[src/rtl/rss_pkg.sv]
package rss_pkg;
    typedef enum logic [3:0] {
        ST_KEY_WAIT,
        ST_KEY_ACK,
        ST_LO_WAIT,
        ST_LO_ACK,
        ST_HI_WAIT,
        ST_HI_ACK,
        ST_ROTATE,
        ST_BIT_LOAD,
        ST_BIT_REQ,
        ST_BIT_DROP
    } tx_state_t;
endpackage

[src/rtl/rss_sync.sv]
module rss_sync #(
    parameter int W      = 1,
    parameter int STAGES = 2
) (
    input  logic         clk,
    input  logic         rst,
    input  logic [W-1:0] d,
    output logic [W-1:0] q
);
    logic [W-1:0] stg [STAGES];

    always_ff @(posedge clk) begin
        if (rst) begin
            for (int i = 0; i < STAGES; i++) stg[i] <= '0;
        end else begin
            stg[0] <= d;
            for (int i = 1; i < STAGES; i++) stg[i] <= stg[i-1];
        end
    end

    assign q = stg[STAGES-1];
endmodule

[src/rtl/rss_counter.sv]
module rss_counter #(
    parameter int W = 3
) (
    input  logic         clk,
    input  logic         rst,
    input  logic         clr,
    input  logic         inc,
    input  logic [W-1:0] limit,
    output logic [W-1:0] count,
    output logic         hit
);
    always_ff @(posedge clk) begin
        if (rst || clr) count <= '0;
        else if (inc)   count <= count + 1'b1;
    end

    assign hit = (count == limit);

    // the controller never steps past the compare value
    assert_no_overflow_R8: assert property (@(posedge clk) disable iff (rst)
        (inc && !clr) |-> !hit);
endmodule

[src/rtl/rss_datapath.sv]
module rss_datapath #(
    parameter int NIB_W = 4,
    parameter int RW    = 3
) (
    input  logic               clk,
    input  logic               rst,
    input  logic [NIB_W-1:0]   nib,
    input  logic               ld_key,
    input  logic               ld_lo,
    input  logic               ld_hi,
    input  logic               rot,
    input  logic               emit,
    input  logic               view_hi,
    output logic [RW-1:0]      key,
    output logic               tx_bit,
    output logic [NIB_W-1:0]   view_nib
);
    localparam int BW = 2 * NIB_W;
    logic [BW-1:0] data;

    always_ff @(posedge clk) begin
        if (rst) begin
            key    <= '0;
            data   <= '0;
            tx_bit <= 1'b0;
        end else begin
            if (ld_key) key <= nib[RW-1:0];
            if (ld_lo)  data[NIB_W-1:0] <= nib;
            if (ld_hi)  data[BW-1:NIB_W] <= nib;
            if (rot)    data <= {data[0], data[BW-1:1]};
            if (emit)   tx_bit <= data[0];
        end
    end

    assign view_nib = view_hi ? data[BW-1:NIB_W] : data[NIB_W-1:0];

    // a single-step rotation keeps the bit population
    assert_rot_keeps_bits_R4: assert property (@(posedge clk) disable iff (rst)
        (rot && !ld_lo && !ld_hi) |=> ($countones(data) == $countones($past(data))));
endmodule

[src/rtl/rss_ctrl.sv]
module rss_ctrl
    import rss_pkg::*;
(
    input  logic clk,
    input  logic rst,
    input  logic strb_s,
    input  logic ack_s,
    input  logic rot_hit,
    input  logic send_hit,
    output logic ld_key,
    output logic ld_lo,
    output logic ld_hi,
    output logic rot,
    output logic emit,
    output logic rot_clr,
    output logic rot_inc,
    output logic send_clr,
    output logic send_inc,
    output logic nib_ack,
    output logic key_ready,
    output logic tx_req
);
    tx_state_t state, nxt;

    always_ff @(posedge clk) begin
        if (rst) state <= ST_KEY_WAIT;
        else     state <= nxt;
    end

    always_comb begin
        nxt       = state;
        ld_key    = 1'b0;
        ld_lo     = 1'b0;
        ld_hi     = 1'b0;
        rot       = 1'b0;
        emit      = 1'b0;
        rot_clr   = 1'b1;
        rot_inc   = 1'b0;
        send_clr  = 1'b0;
        send_inc  = 1'b0;
        nib_ack   = 1'b0;
        key_ready = 1'b1;
        tx_req    = 1'b0;
        unique case (state)
            ST_KEY_WAIT: begin
                key_ready = 1'b0;
                if (strb_s) begin ld_key = 1'b1; nxt = ST_KEY_ACK; end
            end
            ST_KEY_ACK: begin
                key_ready = 1'b0;
                nib_ack   = 1'b1;
                if (!strb_s) nxt = ST_LO_WAIT;
            end
            ST_LO_WAIT: begin
                if (strb_s) begin ld_lo = 1'b1; nxt = ST_LO_ACK; end
            end
            ST_LO_ACK: begin
                nib_ack = 1'b1;
                if (!strb_s) nxt = ST_HI_WAIT;
            end
            ST_HI_WAIT: begin
                if (strb_s) begin ld_hi = 1'b1; nxt = ST_HI_ACK; end
            end
            ST_HI_ACK: begin
                nib_ack = 1'b1;
                if (!strb_s) nxt = ST_ROTATE;
            end
            ST_ROTATE: begin
                rot_clr  = 1'b0;
                send_clr = 1'b1;
                if (rot_hit) nxt = ST_BIT_LOAD;
                else begin rot = 1'b1; rot_inc = 1'b1; end
            end
            ST_BIT_LOAD: begin
                emit     = 1'b1;
                rot      = 1'b1;
                send_inc = 1'b1;
                nxt      = ST_BIT_REQ;
            end
            ST_BIT_REQ: begin
                tx_req = 1'b1;
                if (ack_s) nxt = ST_BIT_DROP;
            end
            ST_BIT_DROP: begin
                if (!ack_s) nxt = send_hit ? ST_LO_WAIT : ST_BIT_LOAD;
            end
            default: nxt = ST_KEY_WAIT;
        endcase
    end

    // request held until the acknowledge is seen
    assert_req_hold_R6: assert property (@(posedge clk) disable iff (rst)
        (tx_req && !ack_s) |=> tx_req);
    // no new request while the acknowledge is still high
    assert_four_phase_R7: assert property (@(posedge clk) disable iff (rst)
        (!tx_req && ack_s) |=> !tx_req);
    // ready flag is sticky
    assert_ready_sticky_R3: assert property (@(posedge clk) disable iff (rst)
        key_ready |=> key_ready);
    // acknowledge only answers a strobe
    assert_ack_after_strobe_R2: assert property (@(posedge clk) disable iff (rst)
        $rose(nib_ack) |-> $past(strb_s));
    // acknowledge released only after strobe drops
    assert_ack_release_R2: assert property (@(posedge clk) disable iff (rst)
        $fell(nib_ack) |-> !$past(strb_s));
endmodule

[src/rtl/rot_serial_sender.sv]
module rot_serial_sender #(
    parameter int NIB_W       = 4,
    parameter int SYNC_STAGES = 2
) (
    input  logic             clk,
    input  logic             rst,
    input  logic [NIB_W-1:0] nib_in,
    input  logic             nib_strobe,
    output logic             nib_ack,
    output logic             key_ready,
    output logic             tx_data,
    output logic             tx_req,
    input  logic             tx_ack,
    input  logic             view_hi,
    output logic [NIB_W-1:0] view_nib
);
    localparam int BW = 2 * NIB_W;
    localparam int RW = $clog2(BW);
    localparam int SW = RW + 1;
    localparam logic [SW-1:0] SEND_LIMIT = SW'(BW);

    logic [NIB_W+1:0] raw_in, syn_out;
    logic [NIB_W-1:0] nib_s;
    logic strb_s, ack_s;

    assign raw_in = {tx_ack, nib_strobe, nib_in};
    assign {ack_s, strb_s, nib_s} = syn_out;

    rss_sync #(.W(NIB_W + 2), .STAGES(SYNC_STAGES)) u_sync (
        .clk(clk), .rst(rst), .d(raw_in), .q(syn_out)
    );

    logic ld_key, ld_lo, ld_hi, rot, emit;
    logic rot_clr, rot_inc, send_clr, send_inc;
    logic rot_hit, send_hit;
    logic [RW-1:0] key, rot_cnt;
    logic [SW-1:0] send_cnt;

    rss_counter #(.W(RW)) u_rot_cnt (
        .clk(clk), .rst(rst), .clr(rot_clr), .inc(rot_inc),
        .limit(key), .count(rot_cnt), .hit(rot_hit)
    );

    rss_counter #(.W(SW)) u_send_cnt (
        .clk(clk), .rst(rst), .clr(send_clr), .inc(send_inc),
        .limit(SEND_LIMIT), .count(send_cnt), .hit(send_hit)
    );

    rss_datapath #(.NIB_W(NIB_W), .RW(RW)) u_dp (
        .clk(clk), .rst(rst), .nib(nib_s),
        .ld_key(ld_key), .ld_lo(ld_lo), .ld_hi(ld_hi),
        .rot(rot), .emit(emit), .view_hi(view_hi),
        .key(key), .tx_bit(tx_data), .view_nib(view_nib)
    );

    rss_ctrl u_ctrl (
        .clk(clk), .rst(rst), .strb_s(strb_s), .ack_s(ack_s),
        .rot_hit(rot_hit), .send_hit(send_hit),
        .ld_key(ld_key), .ld_lo(ld_lo), .ld_hi(ld_hi),
        .rot(rot), .emit(emit),
        .rot_clr(rot_clr), .rot_inc(rot_inc),
        .send_clr(send_clr), .send_inc(send_inc),
        .nib_ack(nib_ack), .key_ready(key_ready), .tx_req(tx_req)
    );

    // serial data steady while a request is up
    assert_data_stable_R6: assert property (@(posedge clk) disable iff (rst)
        (tx_req && $past(tx_req)) |-> $stable(tx_data));
    // at most the byte width of bits per byte
    assert_send_bound_R8: assert property (@(posedge clk) disable iff (rst)
        send_cnt <= SEND_LIMIT);
    // rotation counter stays within the folded key
    assert_rot_bound_R4: assert property (@(posedge clk) disable iff (rst)
        rot_inc |-> (rot_cnt != key));
endmodule

[config.mk]
export PLATFORM = sky130hd
export DESIGN_NAME = rot_serial_sender
export DESIGN_NICKNAME = d
export VERILOG_FILES = /design/src/rtl/rss_pkg.sv /design/src/rtl/rss_sync.sv /design/src/rtl/rss_counter.sv /design/src/rtl/rss_datapath.sv /design/src/rtl/rss_ctrl.sv /design/src/rtl/rot_serial_sender.sv
export SDC_FILE = /design/constraint.sdc
export NUM_CORES = 1
export LEC_CHECK = 0
export CAP_MARGIN = 5
export CORE_MARGIN = 2
export CORE_UTILIZATION = 66
export CTS_CLUSTER_SIZE = 30
export DETAILED_ROUTE_END_ITERATION = 16
export DONT_BUFFER_PORTS = 1
export PLACE_DENSITY = 0.82
export SLEW_MARGIN = 20
export SYNTH_ARGS = -nofsm -noshare
export SYNTH_HDL_FRONTEND = slang
export SYNTH_SLANG_ARGS = --single-unit
export TNS_END_PERCENT = 20
[constraint.sdc]
create_clock -name clk -period 3.51 [get_ports clk]
set_input_delay 0.351 -clock clk [delete_from_list [all_inputs] [get_ports clk]]
set_output_delay 0.351 -clock clk [all_outputs]
set_load 0.005 [all_outputs]
Word-level counts from Yosys, hierarchy flattened
Memory sizes are Yosys's and may differ from the RTL's.
Cells that the tools add are included.
Widths: inputs -> output; s select.
- output and inout port bits: 8
- memory bits (writable): 12
- input port bits: 9
- memories: 1
- bits in registers: 23
- reductions and logical operators: 8
- multiplexer cells: 33
- bitwise logic cells: 2
- equal/unequal tests: 20
- $add $sub $neg: 2
- memory list (memory ; depth ; width ; rd ports ; clocked after Yosys merged registers in ; wr ports ; line ; source):
    u_sync.stg ; 2 ; 6 ; 2 ; 0 ; 2 ; rss_sync.sv:10 ; logic [W-1:0] stg [STAGES];
- operators by type and width (operator ; count):
    $mux 4 ; 12
    $pmux 4 s10 ; 1
    $ne 2x2->1 const B ; 9
    $eq 4x3->1 const B ; 4
    $mux 1 ; 15
    $eq 4x4->1 const B ; 3
    $mux 6 ; 2
    $reduce_and 9->1 ; 1
    $eq 4x2->1 const B ; 2
    $mux 8 ; 1
    $add 4x1->4 const B ; 1
    $eq 4x1->1 const B ; 1
    $logic_not 4->1 ; 1
    $reduce_bool 2->1 ; 2
    $add 3x1->3 const B ; 1
    $eq 3x3->1 ; 1
    $mux 3 ; 1
    $reduce_or 3->1 ; 1
    $logic_or 1x1->1 ; 2
    $or 1x1->1 ; 2
    $pmux 1 s2 ; 1
    $reduce_or 2->1 ; 1

Longest topological paths before layout
An unclocked memory read counts as a cell.
- depth in word-level cells: 5
- depth in mapped cells: 6
- mapped depth without buffers: 6

Cells and area by module
From an unflattened synthesis, not the netlist that was laid out.
- cell total of the unflattened synthesis: 173
- area, all modules: 1736.7 um^2
- modules (own cells, without submodules) (module ; area each (um^2) ; times used ; cells each):
    rss_datapath ; 561.8 ; 1 ; 52
    rss_sync ; 411.6 ; 1 ; 31
    rss_ctrl ; 374.1 ; 1 ; 51
    rss_counter at u_send_cnt ; 219.0 ; 1 ; 22
    rss_counter at u_rot_cnt ; 162.7 ; 1 ; 15
    rot_serial_sender ; 7.5 ; 1 ; 2

Least setup slack after synthesis
No wires, ideal clock.
- kind: reg-to-reg
- start point: reg u_dp.key[2]
- end point: reg u_dp.data[3]
- cell stages (with the launch flop): 6
- data arrival time: 1.386 ns
- setup slack: 2.045 ns
- data required time: 3.431 ns
- cells stage by stage: dfxtp_1 xor2_1 o41ai_4 buf_6 nor2_1 a211oi_2
- cells in the longest elaborated chain, start to end: 4
- elaborated cells between the ends (all ways): 5
- those cells by class: 1 x eq/ne; 3 x mux; 1 x reduce/logical
- ends and longest elaborated chain (element ; line ; source):
    start: declaration ; rss_datapath.sv:14 ; output logic [RW-1:0] key,
    start signal: assignment ; rss_datapath.sv:27 ; if (ld_key) key <= nib[RW-1:0];
    $eq 3x3->1 (*) ; rss_counter.sv:17 ; assign hit = (count == limit);
    $mux 1 (*) ; rss_ctrl.sv:71 ; if (rot_hit) nxt = ST_BIT_LOAD;
    $pmux 1 s2 (*) ; rss_ctrl.sv:44 ; unique case (state)
    $mux 8 or $reduce_bool 2->1 (tied branches) ; n/a ;
    end signal: indexed assignment ; rss_datapath.sv:28 ; if (ld_lo) data[NIB_W-1:0] <= nib;
    end signal: indexed assignment ; rss_datapath.sv:29 ; if (ld_hi) data[BW-1:NIB_W] <= nib;
    end signal: assignment ; rss_datapath.sv:30 ; if (rot) data <= {data[0], data[BW-1:1]};
    end: declaration ; rss_datapath.sv:19 ; logic [BW-1:0] data;
Mark *: on every way between the ends. The rest lies on a longest branch, timed or not.
A chain may end at the register's enable or synchronous reset.

Worst setup path in the final report
- start point: reg u_ctrl.state[0]
- end point: out nib_ack
- cells in the longest elaborated chain, start to end: 3
- elaborated cells between the ends (all ways): 5
- those cells by class: 3 x eq/ne; 1 x mux; 1 x reduce/logical
- ends and longest elaborated chain (element ; line ; source):
    start: declaration ; rss_ctrl.sv:23 ; tx_state_t state, nxt;
    start signal: assignment ; rss_ctrl.sv:27 ; else state <= nxt;
    $eq 4x1->1, or another cell as far along ; rss_ctrl.sv:44 ;
    $reduce_or 3->1 (no source line) (*) ; n/a ;
    $mux 1 (*) ; rss_ctrl.sv:44 ;
    end: declaration ; rot_serial_sender.sv:9 ; output logic nib_ack,
Marked as above.

==> results.md <==
* Clock power share at 32.8%
* Cell Int Power at 0.491 mW
* Die Wd at 53.6 um
* Top post-synthesis cells by count: 35 x dfxtp_1, 18 x nor2_1, 14 x nor2b_1
* Synth Flop Type: dfxtp_1
* Clk_lat worst skew at 0.34 ns
* Syn Std Cell Area at 1620 um^2
* Area leader, netlist: dfxtp_1
* Gates resized, CTS repair at 0
* Setup TNS at 0 ns
* Largest net degree at the start of global routing at 34
* Final Max Tran Viols at 0
* Worst EP arrival at 1.67 ns
* Drt wl/cell at 15.3 um
* Post-synthesis cell type count at 41
* Clock buffer depth at 2
* # fillers at 183
* Yosys reg bits at 35
* Post-Syn Instances at 171
* Most common cell in the synthesized netlist: dfxtp_1
* Routed Antenna Nets at 0
* Max VDD drop at 330 uV
* 1st-pass router iterations at 5
* Row count at 17
* Max Clock Freq at 494 MHz
* Post-Syn Area per Cell at 9.50 um^2
* Worst hold path class: in -> reg
* Iter 0 DRT Violations at 27
* Largest cells by area after synthesis: dfxtp_1 43%, mux2i_1 8.0%, nor2b_1 5.4%
* Die span in y at 53.6 um
* GRT Overall Usage at 24.3%
* Final Hold Fails at 0
* CTS root buf: clkbuf_4
* Fraction of layout cells with a size suffix above 1 at 9.94%
* Vias in the first global route at 1138
* Clock sinks at 35
* Critical path class: reg -> out
* Slew headroom at 43.6%
* EDFF count, synth at 0
* Post-DP HPWL at 2.17 mm
* Power Density at 381 nW/um^2
* Hold WS at 0.0584 ns
* Total grt overflow at 0
* Min-Delay Endpoint: u_dp.data[3]
* Post-route cell area at 1670 um^2
* Synth Warn # at 0
* GPL Wtd Cong at 0.818
* Syn Nets at 183
* Post-route DRC at 0
* Least-Margin Pin Slew at 0.843 ns
* First-pass GRT wire length at 4.87 mm
* Static Leak at 0.745 nW
* Switch share at 23.0%
* CTS clock-pin slew for the worst setup and hold paths at 0.11 ns
* Total number of vias at 1221
* Seq/Total Area, Yosys at 43.1%
* # IOs at 17
* Share of the synthesized area in the top cell type at 43.1%
* Final Critical Period at 2.02 ns
* Crit start category: flop
* Status: completed
* Hold path startpoint: rst
* Post-CTS Setup Inserts at 0
* Sequential Power Share at 64.4%
* CTS Buf Count at 5
* Min-Delay Path Depth at 1
* Routed wire length at 3.04 mm
* Post-DP Area at 1620 um^2
* Post-route clock period utilization at 57.7%
* Power share of the combinational group at 2.8%
* Port Buf Inserts at 0
* Clock skew at 0.0178 ns
* Crit. End Element: primary output
* Post-synth ARST share at 0%
* Diode count at 0
* Starting Density at 71.4%
* R2r setup slk at 1.60 ns
* CTS tree: built
* Core area at 2280 um^2
* Crit Path Max Fanout at 13
* Setup-failing EPs final at 0
* NetSw at 0.147 mW
* Via density at 6.14
* Initial antenna violation count at 0
* Reg2Reg Depth at 4
* H-tree Lvls at 2
* Number of nets in the layout at 182
* R2R Path Start: u_ctrl.state[0]
* Area grow syn2layout at 2.93%
* FF-to-FF End: u_ctrl.state[0]
* Die footprint at 2870 um^2
* Max-Cap Viols at 0
* Post-CTS Hold Buffers at 0
* Unrepaired setup endpoints after global routing: false
* Req. time, crit path at 3.16 ns
final cells by class:
cell class	count	area, um^2	share of cell area (%)
multi-input combinational	123	863	51.6
inverter	5	18.8	1.12
clock buffer	6	41.3	2.47
clock inverter	2	12.5	0.749
tap	28	35.0	2.10
sequential	35	701	41.9
worst max-delay path: stages, from the launching register on:
cell and delay, ns:
dfxtp_1 0.63, clkinv_1 0.38, a211oi_1 0.32
logic make-up after synthesis:
group,count (synthesis),synth area share (%)
AO/OA/AOI/OAI,36,17.1
XOR/XNOR,4,2.16
adder cells (fa/ha/maj),3,2.31
buffers and inverters,13,3.70
flip-flops,35,43.1
multiplexers,17,10.8
AND/OR/NAND/NOR,63,20.8
cells in the final DEF, fill, tap and decap left out, drive strengths merged, types with 4 or more instances in the layout:
cell type,Yosys,routed
nand2,5,5
clkbuf,4,6
mux2i,13,13
nor2b,14,14
a211oi,10,10
dfxtp,35,35
a21oi,8,8
mux2,4,4
nand3,6,6
inv,4,4
xor2,4,4
o21ai,4,4
nor2,18,18
metal layers:
layer  routed length [um]  GRT usage, %
met5                    0             0
met4                   42          11.5
met3                  152          7.78
met2                 1420          38.3
met1                 1430          30.1
per-stage QoR:
step | cells | power (mW) | util (%) | worst slack (ns)
global route | 199 | 0.664 | 73.4 | 1.34
CTS | 199 | 0.645 | 73.4 | 1.50
floorplan | 171 | 0.437 | - | 2.04
detailed placement | 191 | 0.438 | 71.1 | 1.66
global placement | 191 | 0.436 | 71.1 | 1.68
finish | 199 | 0.638 | 73.4 | 1.49
power groups by stage:
| stage | registers, mW | clock network (mW) | logic [mW] |
|---|---|---|---|
| 6_report | 0.411 | 0.209 | 0.0180 |
| 3_5_place_dp | 0.420 | 0 | 0.0181 |
| 2_1_floorplan | 0.416 | 0 | 0.0210 |
| 3_3_place_gp | 0.419 | 0 | 0.0171 |
| 5_1_grt | 0.412 | 0.233 | 0.0199 |
| 4_1_cts | 0.410 | 0.216 | 0.0181 |
how the worst max path moves through the flow:
stage                                from              end  slack, ns  depth (start not counted)
after CTS                 u_ctrl.state[0]          nib_ack       1.50                          2
after global routing      u_ctrl.state[0]          nib_ack       1.34                          2
after global placement    u_ctrl.state[0]  u_ctrl.state[2]       1.68                          4
after detailed placement  u_ctrl.state[0]  u_ctrl.state[0]       1.66                          4
after floorplan               u_dp.key[2]     u_dp.data[3]       2.04                          5
final                     u_ctrl.state[0]          nib_ack       1.49                          2
state kept, by name, summed over array words and instances, names as in the netlist:
signal,flops
u_sync.stg,12
u_dp.data,8
u_ctrl.state,4
u_send_cnt.count,4
u_dp.key,3
u_rot_cnt.count,3
u_dp.tx_bit,1
Power figures use the tool's default switching activity.
